--- src/rtl/csc_pkg.sv ---
// Package: shared types for the conversion synchronization controller.
// Assumes nothing beyond IEEE 1800-2017.
package csc_pkg;

    // Operating mode of the restart logic.
    typedef enum logic {
        SYNC_PULSE = 1'b0,
        SYNC_CONT  = 1'b1
    } sync_mode_e;

    // Fixed modulator clock division (master clocks per modulator clock).
    localparam int unsigned MOD_DIV = 4;

endpackage

--- src/rtl/csc_sync_sampler.sv ---
// Samples the sync pin and sync command on the master clock.
// Provides a one-cycle rising-edge flag of the pin and a command hit that
// is only valid when the pin was high at the same sampling edge.
// Assumes sync_pin is already synchronous to clk or metastability is handled upstream.
module csc_sync_sampler (
    input  logic clk,
    input  logic rst_n,
    input  logic sync_pin,
    input  logic sync_cmd,
    output logic pin_rise,
    output logic cmd_hit
);

    logic pin_q;
    logic pin_d;
    logic cmd_q;

    // Capture pin, its previous value and the gated command.
    always_ff @(posedge clk) begin
        if (!rst_n) begin
            pin_q <= 1'b0;
            pin_d <= 1'b0;
            cmd_q <= 1'b0;
        end else begin
            pin_q <= sync_pin;
            pin_d <= pin_q;
            cmd_q <= sync_cmd & sync_pin;
        end
    end

    // Edge and command flags for the cycle after the sampling edge.
    always_comb begin
        pin_rise = pin_q & ~pin_d;
        cmd_hit  = cmd_q;
    end

endmodule

--- src/rtl/csc_period_check.sv ---
// Decides whether a rising sync edge must restart conversion.
// Pulse mode: every edge restarts. Continuous mode: the first edge restarts,
// later edges restart only when the edge spacing is not a multiple of the
// data period. Spacing is tracked as a phase that wraps at the data period,
// so no divider is needed. Assumes data_period >= 2.
module csc_period_check
    import csc_pkg::*;
#(
    parameter int unsigned PERIOD_W = 16
) (
    input  logic                clk,
    input  logic                rst_n,
    input  sync_mode_e          mode,
    input  logic                pin_rise,
    input  logic [PERIOD_W-1:0] data_period,
    output logic                resync_req
);

    localparam logic [PERIOD_W-1:0] ONE = PERIOD_W'(1);

    logic [PERIOD_W-1:0] phase;
    logic [PERIOD_W-1:0] last_idx;
    logic                armed;

    // Highest phase value before wrapping.
    always_comb last_idx = data_period - ONE;

    // Phase of the elapsed spacing and the first-edge flag.
    always_ff @(posedge clk) begin
        if (!rst_n) begin
            phase <= '0;
            armed <= 1'b0;
        end else begin
            if (mode != SYNC_CONT) begin
                armed <= 1'b0;
            end else if (pin_rise) begin
                armed <= 1'b1;
            end
            if (pin_rise) begin
                phase <= (data_period <= ONE) ? '0 : ONE;
            end else if (phase >= last_idx) begin
                phase <= '0;
            end else begin
                phase <= phase + ONE;
            end
        end
    end

    // Restart request from the pin path.
    always_comb begin
        if (mode == SYNC_CONT) begin
            resync_req = pin_rise & (~armed | (phase != '0));
        end else begin
            resync_req = pin_rise;
        end
    end

endmodule

--- src/rtl/csc_modclk_gen.sv ---
// Generates the modulator clock at one quarter of the master clock.
// On restart the output is forced low and held quiet so that its next
// rising edge comes four edges after the restart edge (five after sampling).
// Assumes restart is a registered-domain pulse of one or more cycles.
module csc_modclk_gen
    import csc_pkg::*;
(
    input  logic clk,
    input  logic rst_n,
    input  logic restart,
    output logic mod_clk
);

    localparam int unsigned PH_W = $clog2(MOD_DIV);
    localparam logic [PH_W-1:0] PH_LOAD = PH_W'(MOD_DIV / 2);
    localparam logic [PH_W-1:0] PH_LAST = PH_W'(MOD_DIV - 1);

    logic [PH_W-1:0] ph;
    logic [PH_W-1:0] ph_n;
    logic            quiet;
    logic            quiet_n;
    logic            mclk_q;

    // Next phase and quiet state.
    always_comb begin
        if (restart) begin
            ph_n    = PH_LOAD;
            quiet_n = 1'b1;
        end else begin
            ph_n    = ph + PH_W'(1);
            quiet_n = quiet & (ph != PH_LAST);
        end
    end

    // Phase counter, quiet flag and registered clock output.
    always_ff @(posedge clk) begin
        if (!rst_n) begin
            ph     <= PH_LOAD;
            quiet  <= 1'b1;
            mclk_q <= 1'b0;
        end else begin
            ph     <= ph_n;
            quiet  <= quiet_n;
            mclk_q <= ph_n[PH_W-1] & ~quiet_n;
        end
    end

    always_comb mod_clk = mclk_q;

endmodule

--- src/rtl/csc_frame_timer.sv ---
// Counts master clocks into output data periods and settling periods.
// Emits a one-clock active-low data-ready strobe per period, suppressed in
// pulse mode until settled, and an output enable raised once settled.
// Assumes data_period >= 2; settle_count of 0 acts as 1.
module csc_frame_timer
    import csc_pkg::*;
#(
    parameter int unsigned PERIOD_W = 16,
    parameter int unsigned SETTLE_W = 8
) (
    input  logic                clk,
    input  logic                rst_n,
    input  logic                restart,
    input  sync_mode_e          mode,
    input  logic [PERIOD_W-1:0] data_period,
    input  logic [SETTLE_W-1:0] settle_count,
    output logic                drdy_n,
    output logic                dout_en
);

    localparam logic [SETTLE_W-1:0] SET_MAX = {SETTLE_W{1'b1}};

    logic [PERIOD_W-1:0] frame_cnt;
    logic [SETTLE_W-1:0] settle_cnt;
    logic                tick;
    logic                done_now;
    logic                drdy_q;
    logic                valid_q;

    // Period boundary and settling decision for the current cycle.
    always_comb begin
        tick     = ~restart & (frame_cnt >= (data_period - PERIOD_W'(1)));
        done_now = valid_q |
                   (({1'b0, settle_cnt} + (SETTLE_W+1)'(1)) >= {1'b0, settle_count});
    end

    // Clock counter within one data period.
    always_ff @(posedge clk) begin
        if (!rst_n || restart) begin
            frame_cnt <= '0;
        end else if (tick) begin
            frame_cnt <= '0;
        end else begin
            frame_cnt <= frame_cnt + PERIOD_W'(1);
        end
    end

    // Saturating count of periods since the last restart.
    always_ff @(posedge clk) begin
        if (!rst_n || restart) begin
            settle_cnt <= '0;
        end else if (tick && settle_cnt != SET_MAX) begin
            settle_cnt <= settle_cnt + SETTLE_W'(1);
        end
    end

    // Strobe and output enable registers.
    always_ff @(posedge clk) begin
        if (!rst_n) begin
            drdy_q  <= 1'b1;
            valid_q <= 1'b0;
        end else begin
            drdy_q <= ~(tick & ((mode == SYNC_CONT) | done_now));
            if (restart) begin
                valid_q <= 1'b0;
            end else if (tick && done_now) begin
                valid_q <= 1'b1;
            end
        end
    end

    always_comb begin
        drdy_n  = drdy_q;
        dout_en = valid_q;
    end

endmodule

--- src/rtl/conv_sync_ctrl.sv ---
// Conversion synchronization controller top.
// Merges pin and command restart requests, drives the filter clear pulse,
// the modulator clock, the data-ready strobe and the output enable.
// Assumes data_period >= 2 and configuration changes only around a restart.
module conv_sync_ctrl
    import csc_pkg::*;
#(
    parameter int unsigned PERIOD_W = 16,
    parameter int unsigned SETTLE_W = 8
) (
    input  logic                clk,
    input  logic                rst_n,
    input  logic                sync_pin,
    input  logic                sync_cmd,
    input  logic                cont_mode,
    input  logic [PERIOD_W-1:0] data_period,
    input  logic [SETTLE_W-1:0] settle_count,
    output logic                filt_rst,
    output logic                mod_clk,
    output logic                drdy_n,
    output logic                dout_en
);

    sync_mode_e mode;
    logic       pin_rise;
    logic       cmd_hit;
    logic       resync_req;
    logic       restart;
    logic       filt_rst_q;

    // Mode decode from the plain input bit.
    always_comb mode = cont_mode ? SYNC_CONT : SYNC_PULSE;

    csc_sync_sampler u_sampler (
        .clk      (clk),
        .rst_n    (rst_n),
        .sync_pin (sync_pin),
        .sync_cmd (sync_cmd),
        .pin_rise (pin_rise),
        .cmd_hit  (cmd_hit)
    );

    csc_period_check #(
        .PERIOD_W (PERIOD_W)
    ) u_period (
        .clk         (clk),
        .rst_n       (rst_n),
        .mode        (mode),
        .pin_rise    (pin_rise),
        .data_period (data_period),
        .resync_req  (resync_req)
    );

    // Any accepted request restarts at the next edge.
    always_comb restart = resync_req | cmd_hit;

    // One-clock filter and modulator clear.
    always_ff @(posedge clk) begin
        if (!rst_n) begin
            filt_rst_q <= 1'b0;
        end else begin
            filt_rst_q <= restart;
        end
    end

    always_comb filt_rst = filt_rst_q;

    csc_modclk_gen u_modclk (
        .clk     (clk),
        .rst_n   (rst_n),
        .restart (restart),
        .mod_clk (mod_clk)
    );

    csc_frame_timer #(
        .PERIOD_W (PERIOD_W),
        .SETTLE_W (SETTLE_W)
    ) u_frame (
        .clk          (clk),
        .rst_n        (rst_n),
        .restart      (restart),
        .mode         (mode),
        .data_period  (data_period),
        .settle_count (settle_count),
        .drdy_n       (drdy_n),
        .dout_en      (dout_en)
    );

endmodule

--- config.mk ---
export PLATFORM = sky130hd
export DESIGN_NAME = conv_sync_ctrl
export DESIGN_NICKNAME = d
export VERILOG_FILES = /design/src/rtl/csc_pkg.sv /design/src/rtl/csc_sync_sampler.sv /design/src/rtl/csc_period_check.sv /design/src/rtl/csc_modclk_gen.sv /design/src/rtl/csc_frame_timer.sv /design/src/rtl/conv_sync_ctrl.sv
export SDC_FILE = /design/constraint.sdc
export NUM_CORES = 1
export LEC_CHECK = 0
export BUFFER_PORTS_ARGS = -buffer_cell sky130_fd_sc_hd__buf_4
export CAP_MARGIN = 10
export CELL_PAD_IN_SITES_DETAIL_PLACEMENT = 0
export CELL_PAD_IN_SITES_GLOBAL_PLACEMENT = 2
export CORE_ASPECT_RATIO = 0.6
export CORE_MARGIN = 8
export CORE_UTILIZATION = 39
export DETAILED_ROUTE_END_ITERATION = 12
export PLACE_DENSITY_LB_ADDON = 0.1
export SLEW_MARGIN = 25
export SYNTH_ARGS = -nofsm -noshare
export SYNTH_HDL_FRONTEND = slang
export SYNTH_SLANG_ARGS = --single-unit
--- constraint.sdc ---
create_clock -name clk -period 12.9 [get_ports clk]
set_clock_uncertainty 0.2 [all_clocks]
set_input_delay 2.58 -clock clk [delete_from_list [all_inputs] [get_ports clk]]
set_output_delay 2.58 -clock clk [all_outputs]
set_load 0.05 [all_outputs]
==> results.ini <==
[status]
outcome = finished clean

[grt]
grt_overflow = 0
grtUsageTotal_pct = 13.70
antenna_found_initial = 0
grt_pass1_wl_um = 13030
grt_max_degree = 19
grt_pass1_vias = 2602

[critical_path]
crit_family = simple AND/OR/NAND/NOR gates
end_kind = flop
crit_end = u_frame.frame_cnt[0]
path_class = in2reg
cp_num_buf_inv = 2
r2r_slack_ns = 9.92
reg2reg_depth = 7
cp_max_fo = 16
worst_r2r_endpoint = u_frame.frame_cnt[0]
cpPeakStageDelay_ns = 0.56
crit_start = data_period[0]
cp_cell_sequence = buf_4, inv_1, ha_1, or3b_2, nor4_4, nand2_1, nor3_1, xnor2_1, ha_1, o21ai_0, nor2_1, a2111o_1, a211oi_4, nand3_1, nor2_1
critPathArrivalTime_ns = 6.54
r2r-start = u_frame.frame_cnt[13]
worst-path-stages = 15
crit_required_ns = 12.92
start_kind = primary input
cp_slowest_cell = nand3_1

[detailed_routing]
drt_iter0_drc = 110
firstDrtPassIters = 4
viasPerCell = 4.947
wl_per_cell_um = 14.26
wl_um = 7527
ant_nets = 0
vias = 2612
drcViolationCount = 0

[yosys]
ys.flop_type = dfxtp_1
synth_area_um2 = 3358
synth_area_leaders = dfxtp_1 (30%), ha_1 (17%), xnor2_1 (7.0%)
synth_top_area_share_pct = 30.40
ys_ff_latch = 51
ys_warn_count = 0
synth_fp_nets = 459
synth_edf_count = 0
yosysUniqueCellTypes = 53
yosysTopAreaCell = dfxtp_1
synthCells = 385
synth-seq-area-share_pct = 30.40
syn_avg_cell_area_um2 = 8.723
synthArstFlopShare_pct = 0

[job]
maxCapViolCount = 0

[floorplanning]
coreArea_um2 = 8426
die_w_um = 135.8
initial_core_util_pct = 39.86
dieArea_um2 = 11930
fp.dieH_um = 87.88
ios = 33
rows = 26

[clocking]
ctsResizeCount = 0
htree_levels = 2
clk_pin_slew_ns = 0.07
postCtsSetupRepairBufs = 0
clkSinkCount = 51
cts_tree = done
cts_made_buffers = 5
cts_root_buffer = clkbuf_16
clockBufferDepth = 2
ctsHoldBuffers = 0
clk_latency_ns = 0.29

[worst_hold_path]
hp-start = u_modclk.ph[0]
hp-class = reg2reg

[placement]
io_buffers = 32
dpl.cell_count = 520
dpl.hpwl_um = 6088
routabilityCongestion = 0.7512

[power]
p_leak_nw = 1.726
ir_drop_uv = 53.47
power_density_nw_per_um2 = 93.32

[sta]
worst_pin_slew_ns = 0.6666
min_period_ns = 6.528
fin_crit_sh_pct = 50.60
slew_headroom_pct = 55.44
drv_slew = 0
finalSetupViolCount = 0
rsz0062_at_grt = false
fmax_ghz = 0.1532
tns_ns = 0
hold_violations = 0

[finish]
final_cells = 528
register_area_um2 = 1021
final_common_cell = nor2_1
syn2layout_area_growth_pct = 14.75
n_fill_cell = 848
layout-drive-gt1-share_pct = 12.26
num-nets-final = 489
final_cell_mix = nor2_1 (53), dfxtp_1 (51), ha_1 (45)
multi_input_area_um2 = 2198
n_antenna_cell = 0

[power breakdown]
| group | switching (mW) | internal, mW | total [mW] |
|---|---|---|---|
| sequential | 0.00710 | 0.163 | 0.170 |
| clock | 0.0641 | 0.0737 | 0.138 |
| combinational | 0.0274 | 0.0242 | 0.0516 |
| total | 0.0986 | 0.261 | 0.360 |
[flip-flops by register name, summed over array words and instances, names as in the netlist]
signal	count
u_sampler.pin_d	1
u_sampler.cmd_hit	1
filt_rst	1
u_frame.settle_cnt	8
u_frame.dout_en	1
u_modclk.mod_clk	1
u_period.armed	1
u_frame.drdy_n	1
u_period.phase	16
u_modclk.quiet	1
u_frame.frame_cnt	16
u_sampler.pin_q	1
u_modclk.ph	2
[final cells by class]
type	count	area share [%]
flip-flops and latches	51	26.49
well taps	112	3.636
inverters	25	2.435
multi-input cells	299	57.05
clock inverters	3	0.7143
clock buffers	5	3.247
repair buffers	33	6.429
[worst min path at each step]
stage,to,slack (ns),cells after the start
2_1_floorplan,u_modclk.ph[0],0.20,1
3_3_place_gp,u_modclk.ph[0],0.22,1
3_5_place_dp,u_modclk.ph[0],0.24,1
4_1_cts,u_modclk.ph[0],0.25,1
5_1_grt,u_modclk.ph[0],0.27,1
6_report,u_modclk.ph[0],0.25,1
[kinds of logic after synthesis]
kind of cell / after synthesis / share of synthesized area [%]
adders and majority gates: 46 / 17.06
AOI/OAI and AO/OA: 46 / 10.36
muxes: 2 / 0.5961
xor gates and xnor gates: 52 / 13.97
buffers and inverters: 35 / 4.136
and+or+nand+nor: 153 / 23.47
DFF: 51 / 30.40
[layer usage]
layer / vias to the layer above / wire (um) / global-route usage [%]
met5: - / 0 / 0
met4: 0 / 54 / 3.307
met3: 4 / 371 / 3.723
met2: 39 / 2787 / 19.28
met1: 1159 / 4313 / 19.91
li1: 1410 / - / -
[synthesized netlist by cell type (all sizes together), types with 2 or more instances]
cell type and count:
a211oi 6, a21o 7, a21oi 10, and2 3
and3 10, and4b 2, buf 4, clkbuf 6
dfxtp 51, ha 45, inv 25, mux2i 2
nand2 18, nand2b 4, nand3 19, nand4 9
nor2 53, nor2b 2, nor3 13, nor4 8
nor4b 2, o2111ai 2, o211ai 2, o21ai 8
or3 2, or3b 2, or4 2, xnor2 27
xor2 24
[stage by stage]
stage	hold WS [ns]	utilization [%]	worst slack [ns]	total power, mW	instance area (um2)
5_1_grt	0.2671	45.74	5.924	0.3814	3854
2_1_floorplan	0.1992	-	6.648	0.2063	3358
3_3_place_gp	0.2189	43.93	6.118	0.2255	3701
4_1_cts	0.2505	45.74	6.294	0.3643	3854
3_5_place_dp	0.2361	43.93	6.017	0.2260	3701
6_report	0.2492	45.74	6.372	0.3596	3854
No activity file was read; power rests on OpenSTA's default activity.
